--- config.mk ---
export PLATFORM = sky130hd
export DESIGN_NAME = jtag_scan_master
export DESIGN_NICKNAME = d
export VERILOG_FILES = /design/src/rtl/jtag_seq_pkg.sv /design/src/rtl/jtag_tck_gen.sv /design/src/rtl/jtag_shift_path.sv /design/src/rtl/jtag_scan_ctrl.sv /design/src/rtl/jtag_scan_master.sv
export SDC_FILE = /design/constraint.sdc
export NUM_CORES = 1
export LEC_CHECK = 0
export CAP_MARGIN = 40
export CORE_MARGIN = 2
export CORE_UTILIZATION = 55
export DETAILED_ROUTE_END_ITERATION = 10
export MAX_ROUTING_LAYER = met4
export PLACE_DENSITY_LB_ADDON = 0.3
export SYNTH_ARGS = -nofsm -noshare
export SYNTH_HDL_FRONTEND = slang
export SYNTH_SLANG_ARGS = --single-unit
--- constraint.sdc ---
create_clock -name clk -period 6.6 [get_ports clk]
set_clock_uncertainty 0.2 [all_clocks]
set_input_delay 1.32 -clock clk [delete_from_list [all_inputs] [get_ports clk]]
set_output_delay 1.32 -clock clk [all_outputs]
set_load 0.02 [all_outputs]
--- src/rtl/jtag_seq_pkg.sv ---
package jtag_seq_pkg;
  typedef enum logic [1:0] {
    PH_IDLE,
    PH_HEAD,
    PH_SHIFT,
    PH_TAIL
  } seq_phase_t;

  typedef enum logic [1:0] {
    OP_DATA  = 2'b00,
    OP_INSTR = 2'b01,
    OP_RESET = 2'b10
  } scan_op_t;

  localparam int HEAD_W = 3;
  localparam logic [HEAD_W-1:0] HEAD_LAST_DATA  = 3'd2;
  localparam logic [HEAD_W-1:0] HEAD_LAST_INSTR = 3'd3;
  localparam logic [HEAD_W-1:0] HEAD_LAST_RESET = 3'd5;
  localparam logic [HEAD_W-1:0] RESET_HIGH_CNT  = 3'd5;
endpackage

--- src/rtl/jtag_tck_gen.sv ---
module jtag_tck_gen #(
  parameter int DIV_W = 8
) (
  input  logic             clk,
  input  logic             rst_n,
  input  logic             run,
  input  logic             load,
  input  logic [DIV_W-1:0] div_in,
  output logic             tck,
  output logic             rise_evt,
  output logic             fall_evt
);
  logic [DIV_W-1:0] div_q;
  logic [DIV_W-1:0] cnt_q;
  logic             tck_q;
  logic             wrap;

  assign wrap     = run && (cnt_q == div_q);
  assign rise_evt = wrap && !tck_q;
  assign fall_evt = wrap && tck_q;
  assign tck      = tck_q;

  always_ff @(posedge clk or negedge rst_n) begin
    if (!rst_n) begin
      div_q <= '0;
      cnt_q <= '0;
      tck_q <= 1'b0;
    end else begin
      if (load) div_q <= div_in;
      if (!run) begin
        cnt_q <= '0;
        tck_q <= 1'b0;
      end else if (wrap) begin
        cnt_q <= '0;
        tck_q <= ~tck_q;
      end else begin
        cnt_q <= cnt_q + DIV_W'(1);
      end
    end
  end
endmodule

--- src/rtl/jtag_shift_path.sv ---
module jtag_shift_path #(
  parameter int DATA_W = 32,
  parameter int LEN_W  = 6
) (
  input  logic              clk,
  input  logic              rst_n,
  input  logic              load,
  input  logic [DATA_W-1:0] wdata,
  input  logic [LEN_W-1:0]  len,
  input  logic              in_shift,
  input  logic              shift_rise,
  input  logic              shift_fall,
  input  logic              tdo,
  output logic              tdi,
  output logic [DATA_W-1:0] rdata
);
  logic [DATA_W-1:0] out_q;
  logic [DATA_W-1:0] res_q;
  logic [DATA_W-1:0] top_mask;

  assign top_mask = {{(DATA_W-1){1'b0}}, 1'b1} << (len - LEN_W'(1));
  assign tdi      = in_shift & out_q[0];
  assign rdata    = res_q;

  always_ff @(posedge clk or negedge rst_n) begin
    if (!rst_n) begin
      out_q <= '0;
      res_q <= '0;
    end else if (load) begin
      out_q <= wdata;
      res_q <= '0;
    end else begin
      if (shift_fall) out_q <= out_q >> 1;
      if (shift_rise) res_q <= (res_q >> 1) | ({DATA_W{tdo}} & top_mask);
    end
  end
endmodule

--- src/rtl/jtag_scan_ctrl.sv ---
module jtag_scan_ctrl
  import jtag_seq_pkg::*;
#(
  parameter int DATA_W = 32,
  parameter int LEN_W  = 6
) (
  input  logic             clk,
  input  logic             rst_n,
  input  logic             cmd_valid,
  input  logic [1:0]       cmd_op,
  input  logic [LEN_W-1:0] cmd_len,
  input  logic             rise_evt,
  input  logic             fall_evt,
  output logic             cmd_ready,
  output logic             accept,
  output logic             run,
  output logic             tms,
  output logic             in_shift,
  output logic             shift_rise,
  output logic             shift_fall,
  output logic [LEN_W-1:0] len_eff,
  output logic             done
);
  localparam logic [LEN_W-1:0] LEN_MAX = LEN_W'(DATA_W);

  seq_phase_t        phase_q;
  scan_op_t          op_q;
  logic [HEAD_W-1:0] idx_q;
  logic [LEN_W-1:0]  bit_q;
  logic [LEN_W-1:0]  len_q;
  logic              done_q;
  logic [HEAD_W-1:0] head_last;
  logic              last_bit;

  function automatic logic [LEN_W-1:0] clamp_len(input logic [LEN_W-1:0] l);
    if (l == '0)          return LEN_W'(1);
    else if (l > LEN_MAX) return LEN_MAX;
    else                  return l;
  endfunction

  function automatic scan_op_t decode_op(input logic [1:0] o);
    if (o[1])      return OP_RESET;
    else if (o[0]) return OP_INSTR;
    else           return OP_DATA;
  endfunction

  assign cmd_ready  = (phase_q == PH_IDLE);
  assign accept     = cmd_valid && cmd_ready;
  assign run        = (phase_q != PH_IDLE);
  assign in_shift   = (phase_q == PH_SHIFT);
  assign shift_rise = in_shift && rise_evt;
  assign shift_fall = in_shift && fall_evt;
  assign len_eff    = len_q;
  assign done       = done_q;
  assign last_bit   = (bit_q == len_q - LEN_W'(1));

  always_comb begin
    case (op_q)
      OP_INSTR: head_last = HEAD_LAST_INSTR;
      OP_RESET: head_last = HEAD_LAST_RESET;
      default:  head_last = HEAD_LAST_DATA;
    endcase
  end

  always_comb begin
    tms = 1'b0;
    case (phase_q)
      PH_HEAD: begin
        case (op_q)
          OP_INSTR: tms = (idx_q < HEAD_W'(2));
          OP_RESET: tms = (idx_q < RESET_HIGH_CNT);
          default:  tms = (idx_q == '0);
        endcase
      end
      PH_SHIFT: tms = last_bit;
      PH_TAIL:  tms = (idx_q == '0);
      default:  tms = 1'b0;
    endcase
  end

  always_ff @(posedge clk or negedge rst_n) begin
    if (!rst_n) begin
      phase_q <= PH_IDLE;
      op_q    <= OP_DATA;
      idx_q   <= '0;
      bit_q   <= '0;
      len_q   <= LEN_W'(1);
      done_q  <= 1'b0;
    end else begin
      done_q <= 1'b0;
      case (phase_q)
        PH_IDLE: begin
          if (accept) begin
            phase_q <= PH_HEAD;
            op_q    <= decode_op(cmd_op);
            len_q   <= clamp_len(cmd_len);
            idx_q   <= '0;
            bit_q   <= '0;
          end
        end
        PH_HEAD: begin
          if (fall_evt) begin
            if (idx_q == head_last) begin
              idx_q <= '0;
              if (op_q == OP_RESET) begin
                phase_q <= PH_IDLE;
                done_q  <= 1'b1;
              end else begin
                phase_q <= PH_SHIFT;
              end
            end else begin
              idx_q <= idx_q + HEAD_W'(1);
            end
          end
        end
        PH_SHIFT: begin
          if (fall_evt) begin
            if (last_bit) begin
              phase_q <= PH_TAIL;
              idx_q   <= '0;
            end else begin
              bit_q <= bit_q + LEN_W'(1);
            end
          end
        end
        PH_TAIL: begin
          if (fall_evt) begin
            if (idx_q == HEAD_W'(1)) begin
              phase_q <= PH_IDLE;
              done_q  <= 1'b1;
            end else begin
              idx_q <= idx_q + HEAD_W'(1);
            end
          end
        end
        default: phase_q <= PH_IDLE;
      endcase
    end
  end
endmodule

--- src/rtl/jtag_scan_master.sv ---
module jtag_scan_master #(
  parameter int DATA_W = 32,
  parameter int LEN_W  = $clog2(DATA_W + 1),
  parameter int DIV_W  = 8
) (
  input  logic              clk,
  input  logic              rst_n,
  input  logic              cmd_valid,
  output logic              cmd_ready,
  input  logic [1:0]        cmd_op,
  input  logic [LEN_W-1:0]  cmd_len,
  input  logic [DATA_W-1:0] cmd_wdata,
  input  logic [DIV_W-1:0]  cmd_div,
  output logic              done,
  output logic [DATA_W-1:0] rdata,
  output logic              tck,
  output logic              tms,
  output logic              tdi,
  input  logic              tdo
);
  logic             accept;
  logic             run;
  logic             rise_evt;
  logic             fall_evt;
  logic             in_shift;
  logic             shift_rise;
  logic             shift_fall;
  logic [LEN_W-1:0] len_eff;

  jtag_scan_ctrl #(.DATA_W(DATA_W), .LEN_W(LEN_W)) u_ctrl (
    .clk        (clk),
    .rst_n      (rst_n),
    .cmd_valid  (cmd_valid),
    .cmd_op     (cmd_op),
    .cmd_len    (cmd_len),
    .rise_evt   (rise_evt),
    .fall_evt   (fall_evt),
    .cmd_ready  (cmd_ready),
    .accept     (accept),
    .run        (run),
    .tms        (tms),
    .in_shift   (in_shift),
    .shift_rise (shift_rise),
    .shift_fall (shift_fall),
    .len_eff    (len_eff),
    .done       (done)
  );

  jtag_tck_gen #(.DIV_W(DIV_W)) u_tck (
    .clk      (clk),
    .rst_n    (rst_n),
    .run      (run),
    .load     (accept),
    .div_in   (cmd_div),
    .tck      (tck),
    .rise_evt (rise_evt),
    .fall_evt (fall_evt)
  );

  jtag_shift_path #(.DATA_W(DATA_W), .LEN_W(LEN_W)) u_path (
    .clk        (clk),
    .rst_n      (rst_n),
    .load       (accept),
    .wdata      (cmd_wdata),
    .len        (len_eff),
    .in_shift   (in_shift),
    .shift_rise (shift_rise),
    .shift_fall (shift_fall),
    .tdo        (tdo),
    .tdi        (tdi),
    .rdata      (rdata)
  );
endmodule

==> qor.csv, run 1 <==
stage,metric,value,unit
setup_path,CP required,5080,ps
pwr,Combinational Power Share,0.223,
drt,initial DRC count,226,
placed_design,Final HPWL DP,8180,um
pwr,Power Dens Cells,237,nW/um^2
layout,Final Util,0.697,
pwr,clock group share of total power,0.271,
clock_network,postcts setup bufs,0,
clock_network,Skew-Pair Late Insertion Delay,360,ps
die,I/O pin count,89,
global_routing,vias in the first global route,4023,
die,DIE HEIGHT,101,um
synthesis,post-synthesis cell count,535,
pwr,sw power,468,uW
placed_design,routability congestion estimate,0.860,
global_routing,largest net degree at the start of global routing,86,
setup_path,crit-path max FO,16,
global_routing,total grt overflow,0,
synthesis,number of enable flip-flop cells after synthesis,0,
run_status,status,finished clean,
die,initial core utilization,0.563,
clock_network,total CTS buffers,9,
sta,unrepaired setup endpoints after global routing,false,
setup_path,internal reg-to-reg setup slack,3270,ps
min_path,Worst Hold Depth,2,
sta,Rel. slew slack,0.441,
clock_network,"Reg clk slew, reported paths",100,ps
layout,fraction of layout cells with a size suffix above 1,0.0618,
setup_path,Reg-to-Reg End,u_ctrl.idx_q[2]$_DFFE_PN0P_,
setup_path,R2R depth,9,
global_routing,total global-route track usage,0.250,
min_path,HP Start,u_tck.div_q[3]$_DFFE_PN0P_,
sta,final worst slack,1720,ps
clock_network,Resized cells post-CTS,0,
die,Std-Cell Rows,35,
min_path,Hold EP,u_tck.div_q[3]$_DFFE_PN0P_,
setup_path,max incr delay on CP,640,ps
sta,Final Hold Violating Endpoints,0,
synthesis,sequential share of the synthesized area,0.491,
pwr,Reg power frac,0.506,
layout,Final nets,675,
setup_path,worst r2r src,u_ctrl.len_eff[0]$_DFFE_PN1P_,
drt,drt pass-1 iters,5,
drt,vias,4180,
setup_path,"most used cell, CP",ha_1,
die,full die area,10200,sq um
synthesis,Yosys reg bits,101,
clock_network,clock buffer depth,2,
layout,n_diodes,0,
layout,most frequent cells in the layout,"dfrtp_1 (100), clkdlybuf4s50_1 (87), nand2_1 (75)",
drt,drt via density,5.76,
setup_path,crit-path cells,inv_1 > ha_1 > ha_1 > xnor2_1 > nor3_1 > nand3_1 > o2bb2ai_1 > clkdlybuf4s50_1,
clock_network,CTS tree,yes,
sta,Worst Tran Pin Value,838,ps
layout,"most common cell after layout, fill and taps aside",dfrtp_1,
global_routing,first-pass GRT wire length,19700,um
sta,Final Max Slew Viols,0,
sta,final setup vio count,0,
drt,Antenna Violating Nets Remaining,0,
setup_path,CP arrival,3360,ps
drt,WL final,11900,um
clock_network,CTS Hold Bufs,0,
global_routing,antenna violations before repair,0,
drt,DRC viols,0,
setup_path,CP Capture Type,primary output,
sta,fin crit period,4880,ps
setup_path,Worst Setup Path Type,reg2out,
die,Die Wd,101,um
synthesis,Syn Area/Cell,9.63,sq um
synthesis,Post-Synthesis Cell Area,5150,sq um
sta,post-route fraction of the period consumed by the critical path,0.740,
placed_design,Setup WS pre-CTS,2150,ps
setup_path,type of origin of the critical path,register,
synthesis,post-synth top area cell,dfrtp_1,
die,core area,9150,sq um
synthesis,main flop type after synthesis,dfrtp_1,
min_path,HP Class,reg2reg,
synthesis,Syn. warnings,0,
synthesis,synth unique cells,53,
clock_network,H-tree depth,3,
synthesis,Synth area leaders,"dfrtp_1 (49%), mux2i_1 (6.0%), o21ai_0 (5.5%)",
synthesis,ys async rst share,1.00,
job,max_cap viols,0,
placed_design,PortBufs,88,
clock_network,CTS sink count,101,
sta,Setup TNS,0,ps
setup_path,slowest CP cell,ha_1,
sta,fmax,0.205,GHz
pwr,Leak,0.00286,uW
pwr,Max IR drop VDD,211,uV
synthesis,Yosys top cell area share,0.486,
synthesis,syn_nets,600,
layout,area delta synth->final,23.9,%
clock_network,Root Buffer,clkbuf_8,
pwr,Pint,1050,uW
pwr,Sw Ratio,0.309,
drt,Avg WL per Cell,16.3,um
-- how the worst max path moves through the flow --
stage	endpoint	slack [ps]	from	depth (start not counted)
detailed placement	tms	2150	u_ctrl.len_eff[0]$_DFFE_PN1P_	8
global placement	tms	2240	u_ctrl.len_eff[0]$_DFFE_PN1P_	8
CTS	tms	1710	u_ctrl.len_eff[0]$_DFFE_PN1P_	8
finish	tms	1720	u_ctrl.len_eff[0]$_DFFE_PN1P_	8
floorplan	tms	2960	u_ctrl.len_eff[0]$_DFFE_PN1P_	8
global route	tms	1590	u_ctrl.len_eff[0]$_DFFE_PN1P_	8
-- kinds of logic after synthesis --
family | count (synthesis) | share of synthesized area
muxes | 31 | 0.0603
and+or+nand+nor | 201 | 0.189
DFF | 101 | 0.491
buffers and inverters | 46 | 0.0340
xor gates and xnor gates | 25 | 0.0452
AOI/OAI and AO/OA | 118 | 0.149
adders and majority gates | 13 | 0.0316
-- critical path: cells and delay by family, from the launching register on --
family / cells / cell delay (ps)
buffers and inverters: 2 / 740
XOR/XNOR: 1 / 140
adder cells (fa/ha/maj): 2 / 890
AO/OA/AOI/OAI: 1 / 250
flip-flops: 1 / 620
AND/OR/NAND/NOR: 2 / 360
-- synthesized netlist by cell type (2+ instances only) --
cell      number
dfrtp_1      100
nand2_1       75
o21ai_0       57
nor2_1        46
mux2i_1       31
clkbuf_1      25
nor3_1        20
a311oi_1      16
xnor2_1       16
a211oi_1      15
inv_1         15
ha_1          13
nand3_1       11
xor2_1         8
a21oi_1        6
and3_1         6
nand3b_1       6
o31ai_1        6
nand4_1        5
nor2b_1        5
buf_1          4
a21o_1         3
and2_1         3
or3_1          3
or4_1          3
buf_2          2
nor3_2         2
nor3b_1        2
nor4_1         2
o211ai_1       2
o21a_1         2
o21ai_1        2
o311ai_0       2
or2_2          2
-- routing by layer --
metal | track usage | share of wire | vias to the layer above | wire length [um]
met5 | - | 0 | - | 0
met1 | 0.361 | 0.47 | 1997 | 5520
met3 | 0.0284 | 0.048 | 15 | 564
met2 | 0.375 | 0.47 | 125 | 5610
li1 | - | - | 2043 | -
met4 | 0.0759 | 0.014 | 0 | 167
-- through the flow --
step	cells	power, uW	hold WS, ps	instance area [sq um]
6_report	726	1520	305	6380
5_1_grt	726	1600	347	6380
4_1_cts	726	1520	308	6380
3_5_place_dp	710	1110	286	6170
3_3_place_gp	706	1090	282	6080
2_1_floorplan	535	984	266	5150
-- flip-flops by register name, summed over array words and instances, names as in the netlist, 2 cells and up, named ones only --
name            flops
u_path.rdata       32
u_path.out_q       32
u_tck.div_q         8
u_ctrl.op_q         2
u_tck.cnt_q         8
u_ctrl.bit_q        6
u_ctrl.idx_q        3
u_ctrl.len_eff      6
-- area by class of cell --
class	count	area, sq um
multi-input cells	388	2460
clock inverters	5	57.6
inverters	15	56.3
repair buffers	95	991
fillers	697	2770
flip-flops and latches	101	2530
well taps	111	139
clock buffers	11	151
-- power by group through the flow --
stage | Combinational (uW) | Sequential (uW) | Clock, uW
finish | 338 | 766 | 411
global route | 378 | 781 | 444
global placement | 319 | 773 | 0
detailed placement | 334 | 778 | 0
floorplan | 224 | 760 | 0
CTS | 339 | 766 | 419
No activity file was read; power rests on OpenSTA's default activity.
==> run 2, diff against run 1 <==
--- a/config.mk
+++ b/config.mk
@@ -7,7 +7,7 @@
 export LEC_CHECK = 0
 export CAP_MARGIN = 40
 export CORE_MARGIN = 2
-export CORE_UTILIZATION = 55
+export CORE_UTILIZATION = 53
 export DETAILED_ROUTE_END_ITERATION = 10
 export MAX_ROUTING_LAYER = met4
 export PLACE_DENSITY_LB_ADDON = 0.3
==> constraint.sdc (replaced) <==
create_clock -name clk -period 4.8 [get_ports clk]
set_clock_uncertainty 0.2 [all_clocks]
set_input_delay 0.96 -clock clk [delete_from_list [all_inputs] [get_ports clk]]
set_output_delay 0.96 -clock clk [all_outputs]
set_load 0.02 [all_outputs]
==> qor.csv, run 2 (synthesized netlist as in run 1, its figures left out) <==
stage,metric,value,unit
run_status,status,finished clean,
sta,post-route fraction of the period consumed by the critical path,0.936,
setup_path,type of origin of the critical path,register,
die,full die area,10500,sq um
global_routing,total global-route track usage,0.243,
clock_network,CTS sink count,101,
sta,fmax,0.223,GHz
layout,most frequent cells in the layout,"dfrtp_1 (100), clkdlybuf4s50_1 (87), nand2_1 (75)",
pwr,Max IR drop VDD,269,uV
sta,Worst Tran Pin Value,740,ps
sta,final setup vio count,0,
pwr,Reg power frac,0.511,
placed_design,routability congestion estimate,0.876,
die,Std-Cell Rows,35,
sta,Final Max Slew Viols,0,
layout,Final Util,0.687,
layout,footprint of the multi-input gates,2460,sq um
setup_path,slowest CP cell,clkdlybuf4s50_1,
setup_path,"most used cell, CP",ha_1,
job,max_cap viols,0,
layout,n_diodes,0,
pwr,sw power,635,uW
setup_path,CP required,3640,ps
sta,Final Hold Violating Endpoints,0,
pwr,Power Dens Cells,322,nW/um^2
drt,Antenna Violating Nets Remaining,0,
die,I/O pin count,89,
clock_network,total CTS buffers,9,
global_routing,antenna violations before repair,0,
clock_network,"Reg clk slew, reported paths",100,ps
drt,vias,4217,
setup_path,max incr delay on CP,630,ps
layout,Final nets,676,
layout,fin cells,745,
pwr,clock group share of total power,0.264,
clock_network,CTS Hold Bufs,0,
clock_network,CTS tree,yes,
pwr,Combinational Power Share,0.225,
pwr,Leak,0.00286,uW
clock_network,Root Buffer,clkbuf_8,
die,core area,9330,sq um
sta,Rel. slew slack,0.505,
drt,drt pass-1 iters,5,
pwr,Sw Ratio,0.308,
pwr,Final Power,2060,uW
sta,fin crit period,4490,ps
drt,DRC viols,0,
placed_design,PortBufs,88,
global_routing,largest net degree at the start of global routing,94,
layout,filler cell count,732,
layout,"most common cell after layout, fill and taps aside",dfrtp_1,
setup_path,CP arrival,3330,ps
clock_network,Resized cells post-CTS,0,
sta,unrepaired setup endpoints after global routing,false,
layout,area delta synth->final,24.4,%
min_path,HP Class,in2async,
placed_design,Placed Instances,729,
layout,register area,2530,sq um
die,initial core utilization,0.552,
setup_path,CP Capture Type,primary output,
setup_path,Worst Setup Path Type,reg2out,
drt,Avg WL per Cell,16.2,um
setup_path,crit-path max FO,16,
drt,drt via density,5.66,
die,DIE HEIGHT,103,um
pwr,Pint,1430,uW
sta,Setup TNS,0,ps
clock_network,clock buffer depth,2,
drt,initial DRC count,278,
setup_path,crit-path cells,inv_1 > ha_1 > ha_1 > xnor2_1 > nor3_1 > nand3_1 > o2bb2ai_1 > clkdlybuf4s50_1,
clock_network,postcts setup bufs,0,
global_routing,vias in the first global route,4106,
clock_network,H-tree depth,3,
global_routing,total grt overflow,0,
clock_network,Skew-Pair Late Insertion Delay,360,ps
layout,fraction of layout cells with a size suffix above 1,0.0617,
global_routing,first-pass GRT wire length,19300,um
placed_design,Final HPWL DP,8600,um
die,Die Wd,103,um
drt,WL final,12100,um
sta,worst hold slack,245,ps
[run 2: cell type report]
type,instances,share of cell area
Sequential cell,101,0.395
Inverter,15,0.00879
Clock buffer,11,0.0221
Timing Repair Buffer,96,0.156
Tap cell,129,0.0252
Multi-Input combinational cell,388,0.384
Clock inverter,5,0.00937
[run 2: worst paths after layout]
check | cells after the start | start | to | slack (ps)
worst max-delay path | 8 | u_ctrl.len_eff[0]$_DFFE_PN1P_ | tms | 310
worst min-delay path | 1 | rst_n | u_path.out_q[6]$_DFFE_PN0P_ | 240
worst max register to register | 9 | u_ctrl.len_eff[0]$_DFFE_PN1P_ | u_ctrl.idx_q[2]$_DFFE_PN0P_ | 1470
worst min register to register | 2 | u_tck.div_q[6]$_DFFE_PN0P_ | u_tck.div_q[6]$_DFFE_PN0P_ | 310
max in group asynchronous | 2 | rst_n | u_ctrl.len_eff[0]$_DFFE_PN1P_ | 3460
min in group clk | 2 | u_tck.div_q[6]$_DFFE_PN0P_ | u_tck.div_q[6]$_DFFE_PN0P_ | 310
[run 2: power by group through the flow]
stage / Combinational, uW / Clock, uW / Sequential [uW]
floorplan: 309 / 0 / 1050
finish: 464 / 545 / 1050
CTS: 466 / 552 / 1050
global route: 521 / 590 / 1070
global placement: 437 / 0 / 1060
detailed placement: 461 / 0 / 1070
[run 2: stage by stage]
stage	setup slack [ps]	cell area, sq um
after floorplan	1520	5150
after global placement	811	6110
after detailed placement	716	6210
after CTS	294	6410
after global routing	101	6410
final	308	6410
[run 2: routing by layer]
metal  GRT usage  vias to the layer above  wire (um)
li1            -                     2046          -
met1       0.308                     2049       5550
met3      0.0454                       15        577
met5           -                        -          0
met4      0.0697                        0        199
met2       0.400                      107       5760
[run 2: worst max-delay path: cells and delay by family (launching register included)]
family / cells / cell delay (ps)
AOI/OAI and AO/OA: 1 / 240
xor gates and xnor gates: 1 / 140
adders and majority gates: 2 / 860
buffers and inverters: 2 / 730
DFF: 1 / 610
and+or+nand+nor: 2 / 390
